## src/rtl/bcd_seg_driver.sv

```systemverilog
module bcd_seg_driver #(
  parameter bit LEVEL_LATCH = 1'b0,
  parameter int DIV_W       = 8
) (
  input  logic             clk,
  input  logic             rst_n,
  input  logic [3:0]       digit,
  input  logic             load,
  input  logic             blank,
  input  logic             phase,
  input  logic             lcd_en,
  input  logic [DIV_W-1:0] div_count,
  output logic [6:0]       seg,
  output logic             backplane
);

  logic [3:0]       code_q;
  logic [DIV_W-1:0] cnt_q;
  logic             bp_q;
  logic             pol;
  logic [6:0]       lit;

  generate
    if (LEVEL_LATCH) begin : g_latch
      always_latch begin
        if (!rst_n)    code_q <= 4'd0;
        else if (load) code_q <= digit;
      end
    end else begin : g_reg
      always_ff @(posedge clk or negedge rst_n) begin
        if (!rst_n)    code_q <= 4'd0;
        else if (load) code_q <= digit;
      end

      p_hold_r2: assert property (@(posedge clk) disable iff (!rst_n)
        !load |=> $stable(code_q));
    end
  endgenerate

  always_ff @(posedge clk or negedge rst_n) begin
    if (!rst_n) begin
      cnt_q <= '0;
      bp_q  <= 1'b0;
    end else if (!lcd_en) begin
      cnt_q <= '0;
      bp_q  <= 1'b0;
    end else if (cnt_q >= div_count) begin
      cnt_q <= '0;
      bp_q  <= ~bp_q;
    end else begin
      cnt_q <= cnt_q + 1'b1;
    end
  end

  always_comb begin
    case (code_q)
      4'd0:    lit = 7'b1111110;
      4'd1:    lit = 7'b0110000;
      4'd2:    lit = 7'b1101101;
      4'd3:    lit = 7'b1111001;
      4'd4:    lit = 7'b0110011;
      4'd5:    lit = 7'b1011011;
      4'd6:    lit = 7'b1011111;
      4'd7:    lit = 7'b1110000;
      4'd8:    lit = 7'b1111111;
      4'd9:    lit = 7'b1111011;
      default: lit = 7'b0000000;
    endcase
  end

  assign pol       = lcd_en ? bp_q : phase;
  assign seg       = (blank ? 7'b0000000 : lit) ^ {7{pol}};
  assign backplane = bp_q;

  p_blank_r5: assert property (@(posedge clk) disable iff (!rst_n)
    (blank && !lcd_en) |-> (seg == {7{phase}}));

  p_invalid_r4: assert property (@(posedge clk) disable iff (!rst_n)
    ((code_q > 4'd9) && !lcd_en) |-> (seg == {7{phase}}));

  p_bp_steady_r7: assert property (@(posedge clk) disable iff (!rst_n)
    (lcd_en && (cnt_q < div_count)) |=> $stable(backplane));

  p_eight_r7: assert property (@(posedge clk) disable iff (!rst_n)
    (lcd_en && !blank && (code_q == 4'd8)) |-> (seg == {7{~backplane}}));

  p_bp_off_r7: assert property (@(posedge clk) disable iff (!rst_n)
    !lcd_en |=> !backplane);

endmodule

```

## config.mk

```make
export PLATFORM = sky130hd
export DESIGN_NAME = bcd_seg_driver
export DESIGN_NICKNAME = d
export VERILOG_FILES = /design/src/rtl/bcd_seg_driver.sv
export SDC_FILE = /design/constraint.sdc
export NUM_CORES = 1
export LEC_CHECK = 0
export ABC_AREA = 1
export BUFFER_PORTS_ARGS = -buffer_cell sky130_fd_sc_hd__buf_2
export CORE_UTILIZATION = 25
export DETAILED_ROUTE_END_ITERATION = 8
export GPL_TIMING_DRIVEN = 0
export PLACE_DENSITY_LB_ADDON = 0.2
export SYNTH_ARGS = -nofsm -noshare
export SYNTH_HDL_FRONTEND = slang
export SYNTH_SLANG_ARGS = --single-unit
```

## constraint.sdc

```tcl
create_clock -name clk -period 2.7 [get_ports clk]
set_input_delay 0.27 -clock clk [delete_from_list [all_inputs] [get_ports clk]]
set_output_delay 0.27 -clock clk [all_outputs]
set_load 0.05 [all_outputs]
```

; ---- Word-level counts from Yosys, hierarchy flattened
; Memory sizes are Yosys's and may differ from the RTL's.
; Index checks and enable logic that the tools add are counted.
[totals]
romBits = 112
word_cells = 15
inputBits = 18
reg_bits = 13
output_inout_bits = 8
n_memories = 1
[classes]
n_bitwise = 2
add_sub_neg = 1
order_cmp = 1
n_eq_ne = 1
n_mux = 6
[memory_table]
columns = memory, depth, word_bits, read_ports, rd_ports_with_merged_regs, wr, line_no
row1 = (name not given), 16, 7, 1, 0, 0, 56  ; case (code_q)
[op_table]
columns = op, count
row1 = two-way mux 8 bit, 2
row2 = adder 8 x 1 -> 8 bit (second input constant), 1
row3 = greater-or-equal comparator 8 bit, 1
row4 = two-way mux 7 bit, 1
row5 = bitwise XOR 7 bit, 1
row6 = two-way mux 1 bit, 3
row7 = inequality test 2 x 1 -> 1 bit (second input constant), 1
row8 = NOT 1 bit, 1

; ---- Depth between registers and ports, before layout
; Gate-level depths: netlist of run 1.
[logic_depth]
depth_word = 3
depth_mapped = 11
ltp_nobuf = 11

; ---- Worst setup path before layout of run 1
; Ideal clock, no wire load.
[synth_path]
path_type = register -> output
startpoint = reg code_q[1]
endpoint = out seg[6]
required_time_ns = 2.430
path_slack_ns = 0.594
path_stages_with_launch = 7
arrival_ns = 1.836
path_buffers = 0
path_cell_list = dfrtp_1 > inv_1 > ha_1 > or2_2 > o211ai_1 > nand2_1 > xor2_1
[synth_via]
elab_chain_cells = 3
[synth_rtl]
columns = element, line_no
row1 = start: declaration, 17  ; logic [3:0] code_q;
row2 = start signal: assignment, 32  ; else if (load) code_q <= digit;
row3 = memory (16 x 7 bit), -
row4 = two-way mux 7 bit, 72  ; assign seg = (blank ? 7'b0000000 : lit) ^ {7{pol}};
row5 = bitwise XOR 7 bit, 72
row6 = end: declaration, 13  ; output logic [6:0] seg,
; No other way between the ends.

; ---- Final worst setup path of run 1
; Ends and elaborated chain as after synthesis.

==> impl_metrics.ini, run 1 <==
[grt]
global_route.usage.met2 = 0.184
first_pass_grt_wire_length_um = 3420
met1_usage = 0.115
antenna_found_initial = 0
groute.layer.met3.usage = 0.0362
gr-max-usage-layer = met2
vias_in_the_first_global_route = 868
global_route.usage.total = 0.100
overflow = 0
largest_net_degree_at_the_start_of_global_routing = 14

[hold_path]
holdCritPathClass = input pin to flip-flop

[clocking]
cts_tree = yes
insertion_delay_ps = 240
cts_root_buffer = clkbuf_8
clkSlewWorstSetupHoldPaths_ps = 50
cts_repair_resize_count = 0
cts_buffers = 3
cts_post_setup_buffers_inserted = 0
clock_sinks = 13
h-tree-depth = 1
clock_tree.buffer_depth = 2

[pwr]
cellPowerDensity_nw_per_um2 = 490
leakage_nw = 0.702
fin_total_pwr_w = 0.000622
vdd_ir_drop_max_v = 0.000162

[sta]
setup_violations = 0
timing.final.max_slew_violations = 0
rsz_0062_raised_after_global_routing = false
maximum_clock_skew_at_final_layout_ps = 7.70
timing_worst_slew_pin_value_ps = 304
hold_violations = 0
maxClockFrequency_ghz = 0.478
timing.setup.tns_ps = 0
min_period_over_period = 0.774
max_slew_margin = 0.798
final_period_minus_worst_setup_slack_ps = 2090

[logic_synthesis]
ys_seq_elements = 13
post-synth-top-area-cell = dfrtp_1
ys_warnings = 0
yosys.cell_types.count = 18
synthCells = 135
syn-mean-instance-area_sq_um = 7.62
synth.top_cell.area_share = 0.316
mappedNetlistNets = 168
synth_seq_area_share = 0.316
post_synth_instance_area_sq_um = 1030
ys_top_cells_by_area = dfrtp_1, ha_1, nand2_1

[job]
drv_cap = 0

[layout]
net_count_of_the_finished_layout = 199
antennaDiodeCount = 0
post_route_cells_drive_above_1_share = 0.212
area_growth_from_synthesis_to_final_layout_pct = 23.4
finalInstanceArea_sq_um = 1270
layoutNonFillerInstCount = 213

[critical_path]
crit_path_max_fanout = 5
worst-setup-path-type = flip-flop to output port
timing.critical_path.arrival_ps = 1820
element_type_at_the_critical_path_start = flip-flop
setup.worst_path.end_class = output port
required_ps = 2430

[floorplanning]
initial_utilization = 0.271
num_rows = 22
die_area_sq_um = 4370
io-pin-count = 26
die_height_um = 66.1
floorplan.core_area_sq_um = 3800
die_w_um = 66.1

[detailed_routing]
number_of_nets_with_antenna_violations_after_detailed_routing = 0
viasPerCell = 4.17
routed_wire_length_per_instance_um = 8.93
totalWireLength_um = 1900
dr_total_vias = 889
drc = 0
detail_route.first_pass.iterations = 4
drt-initial-drc-count = 29

[place]
place_inst = 208
dp_hpwl_um = 1620
io_buffer_count = 25
gp_routability_congestion = 0.806
placed_area_sq_um = 1210

[run_status]
run_status = finished clean
## worst max-delay path, stage by stage, from the launching register on
cell and delay [ps]:
dfrtp_1 410, inv_1 130, ha_1 190, or2_2 280, o211ai_1 90, nand2_1 90
xor2_1 130, buf_2 270
## placed cells by master (no fill, tap or decap), drive strengths merged
cell type	instances
or2	3
o211ai	1
clkbuf	4
nand3	11
ha	15
nand2b	1
buf	25
xor2	8
inv	21
dfrtp	13
xnor2	2
dlygate4sd3	1
o21ai	5
nand2	35
a21oi	4
nor2	16
## power by group
part	internal, W	leakage, nW	switching, W
Sequential	0.000207	0.170	0.0000104
Clock	0.000104	0.0228	0.0000679
Combinational	0.0000690	0.508	0.000164
Total	0.000380	0.702	0.000243
## layout make-up
type / instances / area, sq um
multi-input combinational: 101 / 624
fill: 415 / 2530
timing repair buffer: 26 / 135
clock buffer: 4 / 45.0
inverter: 21 / 78.8
tap: 48 / 60.1
sequential: 13 / 325
## state kept, by name, indices dropped and copies added (netlist names)
signal	cells
cnt_q	8
backplane	1
code_q	4
## cells by family after synthesis
| kind of cell | count (synthesis) | synth area share |
|---|---|---|
| adders and majority gates | 15 | 0.182 |
| buffers and inverters | 21 | 0.0766 |
| xor gates and xnor gates | 10 | 0.0852 |
| AOI/OAI and AO/OA | 10 | 0.0657 |
| and+or+nand+nor | 66 | 0.274 |
| DFF | 13 | 0.316 |
## synthesized netlist by cell type, drive strengths merged
| library cell | n |
|---|---|
| xnor2 | 2 |
| nand3 | 11 |
| ha | 15 |
| or2 | 3 |
| nand2b | 1 |
| inv | 21 |
| nand2 | 35 |
| a21oi | 4 |
| dfrtp | 13 |
| o21ai | 5 |
| xor2 | 8 |
| nor2 | 16 |
| o211ai | 1 |
## per-stage QoR
stage | util | hold slack (ps) | worst slack, ps
floorplan | - | -25.6 | 594
global placement | 0.319 | 176 | 871
detailed placement | 0.319 | 178 | 842
CTS | 0.334 | 233 | 574
global route | 0.334 | 257 | 478
finish | 0.334 | 241 | 610
## path summary, 6_finish.rpt
| check | start | to | slack [ps] | cells after the start |
|---|---|---|---|---|
| min in group asynchronous | rst_n | cnt_q[4] | 440 | 2 |
| max in group asynchronous | rst_n | code_q[0] | 2020 | 2 |
| min reg2reg | cnt_q[0] | cnt_q[0] | 490 | 1 |
| max reg2reg | cnt_q[5] | backplane | 1150 | 7 |
| min | digit[1] | code_q[1] | 240 | 3 |
| max | code_q[1] | seg[6] | 610 | 7 |
## per-layer routing
layer  wire, um  part of all wire
met5          0                 0
met4          0                 0
met3         89             0.047
met2        912              0.48
met1        901              0.47
## timing repair
item / in CTS / in global routing
hold buffers: 1 / 0
endpoints found under the setup margin: 0 / 0
hold endpoints to repair: 13 / 0
No activity file was read; power rests on OpenSTA's default activity.
==> inputs of run 2 (changes only) <==
- clock period: 2.7 -> 1.97 ns (I/O delays scaled with it)
==> impl_metrics.ini, run 2 (synthesis results as in run 1) <==
[layout]
largest_register_ff_count = 8
multiInputGateArea_sq_um = 642
final_common_cell = nand2_1
number_of_fill_cells = 410
registers.top_by_ff_count = cnt_q
area_growth_from_synthesis_to_final_layout_pct = 26.8
finalInstanceArea_sq_um = 1300
layoutNonFillerInstCount = 213
most_used_cells_in_the_layout_excluding_fill_and_tap_cells = nand2_1, buf_2, inv_1
post_route_cells_drive_above_1_share = 0.236
net_count_of_the_finished_layout = 199
final-seq-area_sq_um = 325
antennaDiodeCount = 0

[detailed_routing]
routed_wire_length_per_instance_um = 9.37
number_of_nets_with_antenna_violations_after_detailed_routing = 0
viasPerCell = 4.15
detail_route.first_pass.iterations = 2
drt-initial-drc-count = 22
dr_total_vias = 884
totalWireLength_um = 2000
drc = 0

[critical_path]
worst_r2r_startpoint = cnt_q[1]
ff2ff_path_depth = 9
timing.critical_path.arrival_ps = 1700
cp-startpoint = code_q[1]
setup.worst_path.end_class = output port
worst-setup-path-type = flip-flop to output port
element_type_at_the_critical_path_start = flip-flop
required_ps = 1770
crit_path_max_fanout = 5
rrSetupSlack_ps = 450
timing.rr.end = backplane

[sta]
hold_violations = 0
setup_violations = 0
timing_worst_slew_pin_value_ps = 332
maxClockFrequency_ghz = 0.527
maximum_clock_skew_at_final_layout_ps = 3.41
min_period_over_period = 0.963
rsz_0062_raised_after_global_routing = true
max_slew_margin = 0.778
final_period_minus_worst_setup_slack_ps = 1900
timing.final.max_slew_violations = 0
final_setup_slack_of_the_worst_path_ps = 73.6

[pwr]
vdd_ir_drop_max_v = 0.000323
cellPowerDensity_nw_per_um2 = 674
leakage_nw = 0.710

[job]
drv_cap = 0

[clocking]
clock_tree.buffer_depth = 2
cts_root_buffer = clkbuf_8
clkSlewWorstSetupHoldPaths_ps = 50
clock_sinks = 13
cts_post_setup_buffers_inserted = 0
cts_tree = yes
cts_buffers = 3
h-tree-depth = 1
insertion_delay_ps = 240

[hold_path]
holdCritPathClass = input pin to flip-flop
hp-start = digit[0]
whs_path_depth = 3
min_delay_worst_endpoint = code_q[0]

[floorplanning]
die_height_um = 66.1
io-pin-count = 26
initial_utilization = 0.271
num_rows = 22
floorplan.core_area_sq_um = 3800
die_area_sq_um = 4370
die_w_um = 66.1

[place]
place_inst = 208
io_buffer_count = 25
dp_hpwl_um = 1690
gp_routability_congestion = 0.770
preCtsSetupSlack_ps = 190
placed_area_sq_um = 1220

[run_status]
run_status = finished clean

[grt]
global_route.usage.total = 0.105
first_pass_grt_wire_length_um = 3570
largest_net_degree_at_the_start_of_global_routing = 14
overflow = 0
vias_in_the_first_global_route = 881
antenna_found_initial = 0
-- run 2: cell types whose count changed in the layout (fill, tap and decap cells not counted), sizes merged --
cell / change
buf: -2
clkbuf: +1
clkinv: +1
-- run 2: stage by stage --
stage | hold WS [ps] | total power [W] | util | setup TNS (ps)
2_1_floorplan | -98.6 | 0.000545 | - | -265
3_3_place_gp | 105 | 0.000623 | 0.321 | 0
3_5_place_dp | 108 | 0.000628 | 0.321 | 0
4_1_cts | 155 | 0.000880 | 0.338 | 0
5_1_grt | 172 | 0.000936 | 0.343 | -68.0
6_report | 161 | 0.000878 | 0.343 | 0
-- run 2: per-layer routing --
layer / share of wire / up-vias / GRT usage
li1: - / 477 / -
met1: 0.49 / 388 / 0.127
met2: 0.46 / 17 / 0.184
met3: 0.050 / 2 / 0.0362
met4: 0.0030 / 0 / 0.0160
met5: 0 / - / 0
-- run 2: power by group --
| part | leakage [nW] | switching [W] | internal [W] | total [W] |
|---|---|---|---|---|
| registers | 0.170 | 0.0000155 | 0.000283 | 0.000299 |
| clock network | 0.0255 | 0.0000968 | 0.000140 | 0.000236 |
| logic | 0.514 | 0.000231 | 0.000112 | 0.000343 |
| total | 0.710 | 0.000343 | 0.000535 | 0.000878 |
-- run 2: cell type report --
cell class                      instances  share of cell area
Clock inverter                          1             0.00384
Inverter                               21              0.0605
Timing Repair Buffer                   26               0.116
Multi-Input combinational cell        101               0.492
Tap cell                               48              0.0461
Clock buffer                            3              0.0317
Sequential cell                        13               0.250
-- run 2: worst max-delay path by stage --
stage              to
5_1_grt        seg[6]
6_report       seg[6]
4_1_cts        seg[6]
2_1_floorplan  seg[0]
3_5_place_dp   seg[6]
3_3_place_gp   seg[6]
-- run 2: worst max-delay path, stage by stage, from the launching register on --
cell and delay, ps:
dfrtp_1 410, inv_2 80, ha_2 160, or2_2 280, o211ai_1 90, nand2_1 100, xor2_2 150, buf_6 180
-- run 2: timing repair --
| item | CTS | global route |
|---|---|---|
| endpoints found under the hold margin | 13 | 0 |
| hold buffers | 1 | 0 |
| setup endpoints to repair | 2 | 6 |
| gates resized for setup | 3 | 7 |
